[src/rtl/dma_evt_pkg.sv]
// Shared types of the DMA event generator.
package dma_evt_pkg;

    // Event granularity; the encoding matches the mode input code.
    typedef enum logic [1:0] {
        GRAN_BLOCK  = 2'd0,
        GRAN_REPEAT = 2'd1,
        GRAN_DESC   = 2'd2,
        GRAN_CHAN   = 2'd3
    } gran_e;

    // Per-descriptor context captured at descriptor start.
    typedef struct packed {
        gran_e gran;
        logic  empty_first;
        logic  last;
    } ctx_t;

endpackage

[src/rtl/dma_evt_ctx.sv]
// Descriptor context register.
// Captures the granularity, the byte and repeat counts, the empty-initial
// flag and the last-descriptor flag when a descriptor starts.
// Assumes desc_start_i is a one-cycle strobe with valid fields beside it.
// Without repeat support, code 1 is folded onto block granularity and the
// repeat count is forced to zero.
module dma_evt_ctx
    import dma_evt_pkg::*;
#(
    parameter int CNT_W  = 16,
    parameter int RPT_W  = 11,
    parameter int LINK_W = 14,
    parameter int UFL_W  = 8,
    parameter bit RPT_EN = 1'b1
) (
    input  logic              clk,
    input  logic              rst_n,
    input  logic              desc_start_i,
    input  logic [1:0]        mode_i,
    input  logic [CNT_W-1:0]  desc_bytes_i,
    input  logic [RPT_W-1:0]  desc_rpt_i,
    input  logic              desc_first_i,
    input  logic [LINK_W-1:0] link_i,
    input  logic [UFL_W-1:0]  uflags_i,
    output ctx_t              ctx_o,
    output logic [CNT_W-1:0]  bytes_o,
    output logic [RPT_W-1:0]  rpt_o
);

    gran_e            gran_eff;
    logic [RPT_W-1:0] rpt_eff;

    generate
        if (RPT_EN) begin : g_rpt
            // Purpose: pass the mode and repeat count through unchanged.
            always_comb begin
                gran_eff = gran_e'(mode_i);
                rpt_eff  = desc_rpt_i;
            end
        end else begin : g_norpt
            // Purpose: fold repeated-set granularity onto block granularity.
            always_comb begin
                gran_eff = (mode_i == 2'd1) ? GRAN_BLOCK : gran_e'(mode_i);
                rpt_eff  = '0;
            end
        end
    endgenerate

    // Purpose: hold the context of the descriptor in flight.
    always_ff @(posedge clk) begin
        if (!rst_n) begin
            ctx_o   <= '{gran: GRAN_BLOCK, empty_first: 1'b0, last: 1'b0};
            bytes_o <= '0;
            rpt_o   <= '0;
        end else if (desc_start_i) begin
            ctx_o.gran        <= gran_eff;
            ctx_o.empty_first <= desc_first_i && (desc_bytes_i == '0);
            ctx_o.last        <= (link_i == '0) && (uflags_i == '0);
            bytes_o           <= desc_bytes_i;
            rpt_o             <= rpt_eff;
        end
    end

endmodule

[src/rtl/dma_evt_half.sv]
// Half-point tracker.
// Accumulates the bytes moved in the current unit and flags the beat at
// which twice that sum first reaches the unit size.
// The unit is either one block or the block times (repeats + 1).
// Assumes a beat that ends a unit arrives no later than the unit-clear
// strobe. A beat in the same cycle as the clear still counts toward the
// unit that is ending.
module dma_evt_half #(
    parameter int CNT_W  = 16,
    parameter int RPT_W  = 11,
    parameter int BEAT_W = 8
) (
    input  logic             clk,
    input  logic             rst_n,
    input  logic             clr_i,
    input  logic             beat_i,
    input  logic [BEAT_W-1:0] beat_bytes_i,
    input  logic [CNT_W-1:0] bytes_i,
    input  logic [RPT_W-1:0] rpt_i,
    input  logic             per_block_i,
    output logic             due_o
);

    localparam int TOT_W = CNT_W + RPT_W + 1;
    localparam int ACC_W = TOT_W + 1;

    logic [TOT_W-1:0] bytes_ext;
    logic [TOT_W-1:0] reps_ext;
    logic [TOT_W-1:0] total;
    logic [ACC_W-1:0] acc_q;
    logic [ACC_W-1:0] acc_nxt;
    logic             seen_q;

    // Purpose: size of the current unit in bytes.
    always_comb begin
        bytes_ext = {{(TOT_W-CNT_W){1'b0}}, bytes_i};
        reps_ext  = {{(TOT_W-RPT_W){1'b0}}, rpt_i} + {{(TOT_W-1){1'b0}}, 1'b1};
        total     = per_block_i ? bytes_ext : (bytes_ext * reps_ext);
    end

    // Purpose: decide whether this beat crosses the half point.
    always_comb begin
        acc_nxt = acc_q + {{(ACC_W-BEAT_W){1'b0}}, beat_bytes_i};
        due_o   = beat_i && !seen_q && (total != '0) &&
                  ({acc_nxt, 1'b0} >= {2'b00, total});
    end

    // Purpose: per-unit byte sum and single-shot flag.
    always_ff @(posedge clk) begin
        if (!rst_n || clr_i) begin
            acc_q  <= '0;
            seen_q <= 1'b0;
        end else if (beat_i) begin
            acc_q <= acc_nxt;
            if (due_o) begin
                seen_q <= 1'b1;
            end
        end
    end

endmodule

[src/rtl/dma_evt_cplt.sv]
// Completion and unit-boundary decoder.
// From the stored context and the sequencer strobes it finds: whether a
// complete event is due, whether half events are allowed, where the
// half-point unit restarts, and whether that unit is a single block.
// Purely combinational.
module dma_evt_cplt
    import dma_evt_pkg::*;
(
    input  ctx_t ctx_i,
    input  logic desc_start_i,
    input  logic blk_done_i,
    input  logic rpt_done_i,
    input  logic upd_done_i,
    input  logic desc_done_i,
    output logic cplt_due_o,
    output logic half_en_o,
    output logic unit_clr_o,
    output logic per_block_o
);

    // Purpose: per-granularity event rules.
    always_comb begin
        cplt_due_o  = 1'b0;
        half_en_o   = 1'b1;
        unit_clr_o  = desc_start_i;
        per_block_o = 1'b0;
        case (ctx_i.gran)
            GRAN_BLOCK: begin
                cplt_due_o  = blk_done_i && !ctx_i.empty_first;
                unit_clr_o  = desc_start_i || blk_done_i;
                per_block_o = 1'b1;
            end
            GRAN_REPEAT: begin
                cplt_due_o = rpt_done_i && !ctx_i.empty_first;
                unit_clr_o = desc_start_i || rpt_done_i;
            end
            GRAN_DESC: begin
                cplt_due_o = ctx_i.empty_first ? upd_done_i : desc_done_i;
                unit_clr_o = desc_start_i || desc_done_i;
            end
            GRAN_CHAN: begin
                cplt_due_o = desc_done_i && ctx_i.last && !ctx_i.empty_first;
                half_en_o  = ctx_i.last;
                unit_clr_o = desc_start_i || desc_done_i;
            end
            default: begin
                cplt_due_o = 1'b0;
            end
        endcase
    end

endmodule

[src/rtl/dma_evt_gen.sv]
// DMA transfer event generator, top level.
// Combines the descriptor context, the half-point tracker and the
// completion decoder, and registers both events as one-cycle pulses that
// appear in the cycle after the strobe that makes them due.
// Assumes the sequencer strobes for a descriptor come after its start.
module dma_evt_gen
    import dma_evt_pkg::*;
#(
    parameter int CNT_W  = 16,
    parameter int RPT_W  = 11,
    parameter int LINK_W = 14,
    parameter int UFL_W  = 8,
    parameter int BEAT_W = 8,
    parameter bit RPT_EN = 1'b1
) (
    input  logic              clk,
    input  logic              rst_n,
    input  logic [1:0]        mode_i,
    input  logic              desc_start_i,
    input  logic [CNT_W-1:0]  desc_bytes_i,
    input  logic [RPT_W-1:0]  desc_rpt_i,
    input  logic              desc_first_i,
    input  logic [LINK_W-1:0] link_i,
    input  logic [UFL_W-1:0]  uflags_i,
    input  logic              beat_i,
    input  logic [BEAT_W-1:0] beat_bytes_i,
    input  logic              blk_done_i,
    input  logic              rpt_done_i,
    input  logic              upd_done_i,
    input  logic              desc_done_i,
    output logic              evt_half_o,
    output logic              evt_cplt_o
);

    ctx_t             ctx_w;
    logic [CNT_W-1:0] bytes_w;
    logic [RPT_W-1:0] rpt_w;
    logic             cplt_due;
    logic             half_en;
    logic             unit_clr;
    logic             per_block;
    logic             half_raw;

    dma_evt_ctx #(
        .CNT_W(CNT_W), .RPT_W(RPT_W), .LINK_W(LINK_W),
        .UFL_W(UFL_W), .RPT_EN(RPT_EN)
    ) i_ctx (
        .clk          (clk),
        .rst_n        (rst_n),
        .desc_start_i (desc_start_i),
        .mode_i       (mode_i),
        .desc_bytes_i (desc_bytes_i),
        .desc_rpt_i   (desc_rpt_i),
        .desc_first_i (desc_first_i),
        .link_i       (link_i),
        .uflags_i     (uflags_i),
        .ctx_o        (ctx_w),
        .bytes_o      (bytes_w),
        .rpt_o        (rpt_w)
    );

    dma_evt_cplt i_cplt (
        .ctx_i        (ctx_w),
        .desc_start_i (desc_start_i),
        .blk_done_i   (blk_done_i),
        .rpt_done_i   (rpt_done_i),
        .upd_done_i   (upd_done_i),
        .desc_done_i  (desc_done_i),
        .cplt_due_o   (cplt_due),
        .half_en_o    (half_en),
        .unit_clr_o   (unit_clr),
        .per_block_o  (per_block)
    );

    dma_evt_half #(
        .CNT_W(CNT_W), .RPT_W(RPT_W), .BEAT_W(BEAT_W)
    ) i_half (
        .clk          (clk),
        .rst_n        (rst_n),
        .clr_i        (unit_clr),
        .beat_i       (beat_i),
        .beat_bytes_i (beat_bytes_i),
        .bytes_i      (bytes_w),
        .rpt_i        (rpt_w),
        .per_block_i  (per_block),
        .due_o        (half_raw)
    );

    // Purpose: register the event pulses.
    always_ff @(posedge clk) begin
        if (!rst_n) begin
            evt_half_o <= 1'b0;
            evt_cplt_o <= 1'b0;
        end else begin
            evt_half_o <= half_raw && half_en;
            evt_cplt_o <= cplt_due;
        end
    end

endmodule

[config.mk]
export PLATFORM = sky130hd
export DESIGN_NAME = dma_evt_gen
export DESIGN_NICKNAME = d
export VERILOG_FILES = /design/src/rtl/dma_evt_pkg.sv /design/src/rtl/dma_evt_ctx.sv /design/src/rtl/dma_evt_half.sv /design/src/rtl/dma_evt_cplt.sv /design/src/rtl/dma_evt_gen.sv
export SDC_FILE = /design/constraint.sdc
export NUM_CORES = 1
export LEC_CHECK = 0
export BUFFER_PORTS_ARGS = -buffer_cell sky130_fd_sc_hd__clkbuf_2
export CAP_MARGIN = 20
export CORE_ASPECT_RATIO = 1.75
export CORE_UTILIZATION = 60
export CTS_CLUSTER_DIAMETER = 40
export DETAILED_ROUTE_END_ITERATION = 8
export GPL_TIMING_DRIVEN = 0
export PLACE_DENSITY = 0.79
export SKIP_LAST_GASP = 1
export SLEW_MARGIN = 10
export SYNTH_ARGS = -nofsm -noshare
export SYNTH_HDL_FRONTEND = slang
export SYNTH_SLANG_ARGS = --single-unit
[constraint.sdc]
create_clock -name clk -period 19.15 [get_ports clk]
set_clock_uncertainty 0.15 [all_clocks]
set_input_delay 5.745 -clock clk [delete_from_list [all_inputs] [get_ports clk]]
set_output_delay 5.745 -clock clk [all_outputs]
set_load 0.05 [all_outputs]
# Word-level counts from Yosys, hierarchy flattened
# Cells that the tools add are included.
dict set report totals {
  word_cells 46
  output_inout_bits 2
  inputBits 68
  register_bits 63
}
dict set report op_classes {
  add_sub_neg 2
  mul 1
  n_reduce_logical 24
  n_lt_le_gt_ge 1
  eq_ne 3
  n_mux 6
}
# cell count
set ops {}
lappend ops {{30-bit by 28-bit greater-or-equal comparator with 1-bit output} 1}
lappend ops {{29-bit by 8-bit adder with 29-bit output} 1}
lappend ops {{16-bit by 28-bit multiplier with 28-bit output} 1}
lappend ops {{28-bit two-way mux} 1}
lappend ops {{28-bit nonzero test} 1}
lappend ops {{16-bit zero test} 1}
lappend ops {{14-bit zero test} 1}
lappend ops {{11-bit by 1-bit adder with 12-bit output (second input constant)} 1}
lappend ops {{1-bit logical AND} 10}
lappend ops {{8-bit zero test} 1}
lappend ops {{2-bit == test (second input constant)} 2}
lappend ops {{1-bit logical OR} 4}
lappend ops {{1-bit case mux with 4 select lines} 1}
lappend ops {{1-bit zero test} 3}
lappend ops {{1-bit two-way mux} 3}
lappend ops {{1-bit case mux with 3 select lines} 1}
lappend ops {{2-bit by 1-bit == test with 1-bit output (second input constant)} 1}
lappend ops {{2-bit zero test} 1}
lappend ops {{2-bit AND reduction} 1}
lappend ops {{2-bit OR reduction} 1}

# Depth between registers and ports, before layout
# Gate-level depths: netlist of the first run.
dict set report depth {
  depth_word 7
  mapped_depth 32
  ltp_nobuf 30
}

# By module
# Synthesis of the first run repeated with hierarchy kept, for this count alone.
dict set report unflattened {
  cells_unflattened 1235
  hier_area_um2 10761.6
}
# mod instances area_each_um2 cells_each seq_area_each_um2
set by_module_without_submodules {}
lappend by_module_without_submodules {dma_evt_half 1 9339.0 1104 600.6}
lappend by_module_without_submodules {dma_evt_ctx 1 1271.2 114 620.6}
lappend by_module_without_submodules {dma_evt_cplt 1 98.8 13 0.0}
lappend by_module_without_submodules {dma_evt_gen 1 52.6 4 40.0}

# Least setup slack after synthesis of the first run
# No wires, ideal clock.
dict set report synth_path {
  path_kind {in2reg}
  start {input port beat_bytes_i[0]}
  end {register i_half.seen_q}
  n_path_buf 1
  setup_slack_ns 9.995
  arrival_ns 8.866
  required_ns 18.861
  stages 18
  setup_ns 0.139
  path_cell_list {ha_1 fa_1 a21oi_1 o211a_1 a211o_1 nor2_1 and2_1 buf_2 nand3_1 xnor2_1 ha_1 a21o_1 a21oi_1 o21ai_0 a221oi_1 a31oi_1 nor2_1 a211oi_1}
}
dict set report synth_via {
  elab_chain_cells 4
}
# item line_no
set synth_rtl {}
lappend synth_rtl {{start, declared} dma_evt_gen.sv:26} ;# input logic [BEAT_W-1:0] beat_bytes_i,
lappend synth_rtl {{29-bit by 8-bit adder with 29-bit output} dma_evt_half.sv:43} ;# acc_nxt = acc_q + {{(ACC_W-BEAT_W){1'b0}}, beat_bytes_i};
lappend synth_rtl {{via i_half.acc_nxt[22]} dma_evt_half.sv:31} ;# logic [ACC_W-1:0] acc_nxt;
lappend synth_rtl {{30-bit by 28-bit greater-or-equal comparator with 1-bit output} dma_evt_half.sv:45} ;# ({acc_nxt, 1'b0} >= {2'b00, total});
lappend synth_rtl {{1-bit logical AND} dma_evt_half.sv:44} ;# due_o = beat_i && !seen_q && (total != '0) &&
lappend synth_rtl {{2-bit AND reduction (no source line)} --}
lappend synth_rtl {{end signal, assigned} dma_evt_half.sv:52} ;# seen_q <= 1'b0;
lappend synth_rtl {{end signal, assigned} dma_evt_half.sv:56} ;# seen_q <= 1'b1;
lappend synth_rtl {{end, declared} dma_evt_half.sv:32} ;# logic seen_q;
# The timed path passes the listed nets, and every way through them passes these cells.
# A chain may end at the register's enable or synchronous reset.

# Final worst setup path of the first run
# Same ends and word-level chain as after synthesis.

==> reports/metrics.csv, run 1 <==
stage,metric,value,unit
global_route,grtUsageTotal,0.3308,
synthesis,yosys_register_bits,63,
layout,area_growth,9.063,%
outcome,outcome,"complete, no violations",
clock_network,clkLatencyLatePin,0.35,ns
die,fp.dieW,103.2,um
sta,final_max_slew_viol_count,0,
global_route,grt.busiest_layer,met2,
synthesis,yosys.area.top_type,fa_1,
clock_network,cts_made_buffers,9,
clock_network,clk_pin_slew,0.06,ns
synthesis,synthCells,1241,
sta,fmax,0.1022,GHz
sta,maxSlewHeadroom,0.3200,
synthesis,netlist_area,10750,sq um
clock_network,cts_max_level,3,
critical_path,crit_slowest_cell,a221oi_1,
clock_network,cts_tree,done,
detailed_routing,wl_per_cell,18.04,um
detailed_routing,ant_nets,0,
detailed_routing,num_vias,8879,
global_route,grt_pass1_wl,45810,um
synthesis,synth_edf_count,0,
critical_path,cp_max_fo,8,
layout,nets,1631,
hold_path,hp-start,i_half.acc_q[3],
layout,fin_area,11730,sq um
hold_path,hold_class,reg -> reg,
run,max-cap-violations,0,
detailed_routing,dr.pass1.iters,6,
sta,fin_ws,9.367,ns
global_route,grt_use_met3,0.03509,
critical_path,crit_path_start_kind,primary input,
synthesis,synth_fp_nets,1552,
sta,setup_viol,0,
die,die_h,179.1,um
clock_network,post_cts_buffers,0,
sta,min_period,9.783,ns
global_route,grt_use_met1,0.3480,
placement,hpwl,23600,um
global_route,grt_pass1_vias,9439,
die,initial_core_util,0.6132,
placement,dpl_cell_area,11380,sq um
placement,post-place-cells,1540,
die,rows,64,
critical_path,worst_ep_required_time,19.20,ns
layout,diodes,0,
synthesis,synth-seq-area-share,0.1173,
critical_path,arrival,9.84,ns
global_route,grt_max_degree,13,
layout,final_common_cell,inv_1,
critical_path,path_cells,clkbuf_2 -> ha_1 -> fa_1 -> a21oi_1 -> o211a_1 -> a211o_1 -> nor2_1 -> and2_1 -> buf_2 -> nand3_1 -> xnor2_1 -> ha_1 -> a21o_1 -> a21oi_1 -> o21ai_0 -> a221oi_1 -> a31oi_1 -> nor2_1 -> a211oi_1,
power_and_ir_drop,peakVddDrop,0.06382,mV
layout,drive_gt1_frac,0.08000,
synthesis,syn_avg_cell_area,8.666,sq um
critical_path,regToRegStartpoint,i_ctx.rpt_o[2],
detailed_routing,routed_wl,28080,um
synthesis,async_flop_share,0,
synthesis,synth_warnings,0,
layout,layout_common_cells,"inv_1 (158), fa_1 (141), ha_1 (102)",
die,num_io_pins,70,
critical_path,end_kind,flip-flop,
power_and_ir_drop,powerDensity,45.87,nW/um^2
detailed_routing,drtIter0Drc,414,
sta,rsz0062_at_grt,no,
critical_path,cpPeakStageDelay,0.49,ns
clock_network,clockBufferDepth,2,
placement,finalWeightedCongestion,0.9585,
synthesis,synth_top_area_frac,0.2625,
global_route,antenna_found_initial,0,
critical_path,crit_path_start,beat_bytes_i[0],
power_and_ir_drop,power,0.5380,mW
layout,num-fill-cells,1467,
placement,post-place-ws,9.013,ns
detailed_routing,remaining_drc_errors,0,
sta,finalHoldViolCount,0,
synthesis,yosys.cell_types.count,64,
synthesis,ys.flop_type,dfxtp_1,
global_route,grt_overflow,0,
placement,io_buffers,68,
clock_network,hold_buffers,0,
power_and_ir_drop,p_leak,5.055,nW
clock_network,cts_num_sinks,63,
clock_network,cts_resized,0,
die,die_area,18480,sq um
sta,fin_tns_setup,0,ns
layout,fin_cells,1556,
sta,worstMarginPinSlew,1.013,ns
critical_path,critPathKind,in -> reg,
synthesis,synthTopCellsByArea,"fa_1 (26%), ha_1 (12%), dfxtp_1 (12%), and2_1 (5.6%), inv_1 (5.5%)",
detailed_routing,viasPerCell,5.706,
die,core,17540,sq um
clock_network,root_buffer,clkbuf_16,
global_route,grt_use_met2,0.6172,
sta,post-route-period-util,0.5108,
## state kept, by name, summed over array words and instances (netlist names)
name,count
i_ctx.ctx_o,4
evt_cplt_o,1
i_half.seen_q,1
i_ctx.rpt_o,11
evt_half_o,1
i_ctx.bytes_o,16
i_half.acc_q,29
## cells in the mapped netlist, types with 4 or more instances
| library cell | n |
|---|---|
| xor2_1 | 26 |
| a221oi_1 | 4 |
| o2111ai_1 | 5 |
| nor2b_1 | 86 |
| nand3_1 | 29 |
| buf_2 | 9 |
| and3_1 | 10 |
| buf_1 | 4 |
| nor4b_1 | 4 |
| nand4_1 | 19 |
| o21a_1 | 5 |
| ha_1 | 102 |
| o21ai_0 | 14 |
| clkbuf_1 | 45 |
| a211o_1 | 5 |
| a211oi_1 | 8 |
| xnor2_1 | 35 |
| nand2b_1 | 11 |
| dfxtp_1 | 63 |
| nor3_1 | 22 |
| a21oi_1 | 34 |
| nor4_1 | 15 |
| a21o_1 | 11 |
| inv_1 | 158 |
| nor2_1 | 67 |
| nand2_1 | 89 |
| and2_1 | 96 |
| a31oi_1 | 6 |
| and4_1 | 4 |
| mux2i_1 | 53 |
| o21ai_1 | 7 |
| or3_1 | 5 |
| fa_1 | 141 |
## routing by layer
metal,part of all wire,up-vias
li1,-,4237
met3,0.030,79
met4,0.057,0
met1,0.37,4354
met5,0,-
met2,0.54,209
## stage by stage
stage | util | hold slack [ns]
final | 0.6688 | 0.3488
after global routing | 0.6688 | 0.3733
after CTS | 0.6688 | 0.3518
after detailed placement | 0.6491 | 0.3409
after global placement | 0.6491 | 0.3281
after floorplan | - | 0.3147
## where the power goes
group          total (mW)  internal, mW  switching (mW)
Clock               0.193         0.127          0.0654
Sequential          0.142         0.136         0.00627
Combinational       0.203        0.0781           0.125
Total               0.538         0.341           0.197
## critical path, delay by kind of cell
kind                     cells  cell delay, ns
AO/OA/AOI/OAI                9            1.97
AND/OR/NAND/NOR              4            0.93
adder cells (fa/ha/maj)      3            0.75
buffers and inverters        2            0.26
XOR/XNOR                     1            0.16
## path summary, 6_finish.rpt
check / end / slack [ns] / depth (start not counted)
worst max register to register: i_half.seen_q / 10.25 / 29
worst max-delay path: i_half.seen_q / 9.37 / 19
worst min-delay path: i_half.acc_q[3] / 0.35 / 2
worst min register to register: i_half.acc_q[3] / 0.35 / 2
## logic make-up after synthesis
| kind of cell | synth area share |
|---|---|
| multiplexers | 0.04933 |
| adder cells (fa/ha/maj) | 0.3812 |
| flip-flops | 0.1173 |
| AND/OR/NAND/NOR | 0.2349 |
| XOR/XNOR | 0.04968 |
| buffers and inverters | 0.07644 |
| AO/OA/AOI/OAI | 0.09122 |
## layout make-up
type,instances,area [sq um],share of cell area
clock inverter,7,120.1,0.01024
multi-input combinational,962,8671,0.7393
timing repair buffer,68,340.3,0.02902
inverter,158,593.1,0.05057
buffer,58,229.0,0.01952
clock buffer,9,225.2,0.01920
sequential,63,1261,0.1075
tap,231,289.0,0.02464
Power figures use the tool's default switching activity.
==> run 2, diff against run 1 <==
==> constraint.sdc (replaced) <==
create_clock -name clk -period 9.3 [get_ports clk]
set_clock_uncertainty 0.15 [all_clocks]
set_input_delay 2.79 -clock clk [delete_from_list [all_inputs] [get_ports clk]]
set_output_delay 2.79 -clock clk [all_outputs]
set_load 0.05 [all_outputs]
==> run 2 against run 1 <==
Net effect:
- sequential power increased by 110%
- critical path type is now reg -> reg
- sequential share of layout area about the same
- first-iteration DRC count increased by 4.3%
- final area about the same
- global-route usage unchanged
- clock power increased by 110%
- setup slack got worse by 8.9 ns
- critical endpoint unchanged
- cell count unchanged
- non-clock buffer count unchanged
==> reports/metrics.csv, run 2 (same netlist as run 1, synthesis figures left out) <==
stage,metric,value,unit,change
outcome,outcome,"complete, no violations",,unchanged
detailed_routing,top_layer,met4,,unchanged
placement,hpwl,23600,um,unchanged
clock_network,clk_pin_slew,0.06,ns,about the same
detailed_routing,wl_met2,15210,um,was 15290 um
die,die_area,18480,sq um,unchanged
global_route,grt_pass1_vias,9439,,unchanged
detailed_routing,wl_per_cell,18.03,um,was 18.04 um
clock_network,hold_buffers,0,,unchanged
detailed_routing,num_vias,8887,,was 8879
run,max-cap-violations,0,,unchanged
power_and_ir_drop,powerDensity,94.48,nW/um^2,was 45.87 nW/um^2
clock_network,post_cts_buffers,0,,unchanged
global_route,grt_overflow,0,,unchanged
sta,final_max_slew_viol_count,0,,unchanged
layout,largest_reg_flops,29,,unchanged
global_route,grtUsageTotal,0.3308,,unchanged
sta,maxSlewHeadroom,0.3020,,was 0.3200
sta,fin_tns_setup,0,ns,unchanged
layout,area_growth,9.134,%,was 9.063%
clock_network,cts_num_sinks,63,,unchanged
critical_path,arrival,8.98,ns,was 9.84 ns
hold_path,hold_class,reg -> reg,,unchanged
placement,finalWeightedCongestion,0.9585,,unchanged
detailed_routing,remaining_drc_errors,0,,unchanged
power_and_ir_drop,peakVddDrop,0.1313,mV,was 0.06382 mV
layout,nets,1631,,unchanged
layout,drive_gt1_frac,0.08075,,was 0.08000
detailed_routing,viasPerCell,5.711,,was 5.706
power_and_ir_drop,power,1.109,mW,was 0.5380 mW
die,die_h,179.1,um,unchanged
detailed_routing,ant_nets,0,,unchanged
detailed_routing,met1_length,10300,um,was 10350 um
critical_path,crit_slowest_cell,xor2_1,,was a221oi_1
global_route,antenna_found_initial,0,,unchanged
sta,finalHoldViolCount,0,,unchanged
clock_network,root_buffer,clkbuf_16,,unchanged
sta,worstMarginPinSlew,1.040,ns,was 1.013 ns
placement,post-place-cells,1540,,unchanged
detailed_routing,drtIter0Drc,432,,was 414
critical_path,critPathKind,reg -> reg,,was in -> reg
critical_path,worst_ep_required_time,9.41,ns,was 19.20 ns
detailed_routing,dr.pass1.iters,5,,was 6
critical_path,critPathTopFamily,adder cells,,was compound AO/OA/AOI/OAI gates
die,num_io_pins,70,,unchanged
die,rows,64,,unchanged
sta,rsz0062_at_grt,no,,unchanged
sta,setup_viol,0,,unchanged
sta,fmax,0.1127,GHz,
critical_path,crit_path_start_kind,flip-flop,,was primary input
critical_path,end_kind,flip-flop,,unchanged
critical_path,cpPeakStageDelay,0.62,ns,was 0.49 ns
clock_network,cts_made_buffers,9,,unchanged
clock_network,cts_resized,0,,unchanged
die,core,17540,sq um,unchanged
layout,diodes,0,,unchanged
power_and_ir_drop,p_leak,5.063,nW,was 5.055 nW
clock_network,cts_max_level,3,,unchanged
layout,regMostFlops,i_half.acc_q,,unchanged
layout,fin_area,11740,sq um,was 11730 sq um
detailed_routing,routed-wl-met3,861,um,was 835 um
global_route,grt_max_degree,13,,unchanged
placement,dpl_cell_area,11380,sq um,unchanged
sta,min_period,8.876,ns,
clock_network,clkLatencyLatePin,0.35,ns,about the same
die,fp.dieW,103.2,um,unchanged
placement,io_buffers,68,,unchanged
global_route,grt_pass1_wl,45810,um,unchanged
detailed_routing,routed_wl,28050,um,was 28080 um
layout,reg_top3,"i_half.acc_q: 29 flops, i_ctx.bytes_o: 16 flops, i_ctx.rpt_o: 11 flops",,unchanged
layout,layout_common_cells,"inv_1 (158), fa_1 (141), ha_1 (102)",,unchanged
die,initial_core_util,0.6132,,unchanged
critical_path,crit_buf_inv,7,,was 2
layout,fin_cells,1556,,unchanged
sta,post-route-period-util,0.9545,,
critical_path,cp_max_fo,10,,was 8
clock_network,clockBufferDepth,2,,unchanged
layout,final_common_cell,inv_1,,unchanged
clock_network,cts_tree,done,,unchanged
==> run 2: final timing paths <==
path	startpoint	end	slack [ns]	cells past startpoint
worst min register to register	i_half.acc_q[3]	i_half.acc_q[3]	0.35	2
worst min-delay path	i_half.acc_q[3]	i_half.acc_q[3]	0.35	2
worst max-delay path	i_ctx.rpt_o[0]	i_half.seen_q	0.42	29
worst max register to register	i_ctx.rpt_o[0]	i_half.seen_q	0.42	29
==> run 2: where the power goes <==
| part | total, mW | switching [mW] | internal [mW] | leakage (nW) |
|---|---|---|---|---|
| clock | 0.398 | 0.135 | 0.262 | 0.166 |
| sequential | 0.292 | 0.0130 | 0.279 | 0.514 |
| combinational | 0.419 | 0.258 | 0.161 | 4.38 |
| total | 1.11 | 0.406 | 0.703 | 5.06 |
==> run 2: layout make-up <==
| cell class | count | area, sq um |
|---|---|---|
| Buffer | 58 | 229.0 |
| Clock buffer | 9 | 225.2 |
| Clock inverter | 7 | 120.1 |
| Fill cell | 1467 | 5801 |
| Inverter | 158 | 593.1 |
| Multi-Input combinational cell | 962 | 8678 |
| Sequential cell | 63 | 1261 |
| Tap cell | 231 | 289.0 |
| Timing Repair Buffer | 68 | 340.3 |
==> run 2: metal layers <==
metal | up-vias | track usage
li1 | 4237 | -
met3 | 89 | 0.03509
met4 | 0 | 0.1960
met5 | - | 0
met2 | 222 | 0.6172
met1 | 4339 | 0.3480
==> run 2: worst reg2reg max path, delay by kind of cell (launching register included) <==
kind            cells  cell delay (ns)
flops               1             0.35
mux                 1             0.29
compound gates      4             1.11
fa+ha+maj           7             3.26
xor+xnor            1             0.62
simple gates        9             1.76
buf+inv             7             1.24
==> run 2: through the flow <==
| step | hold WS, ns | setup slack (ns) | util |
|---|---|---|---|
| after floorplan | 0.3147 | 2.108 | - |
| after global routing | 0.3733 | 0.05038 | 0.6692 |
| after CTS | 0.3518 | 0.3492 | 0.6688 |
| after detailed placement | 0.3409 | 0.4076 | 0.6491 |
| final | 0.3488 | 0.4235 | 0.6692 |
| after global placement | 0.3281 | 0.4603 | 0.6491 |
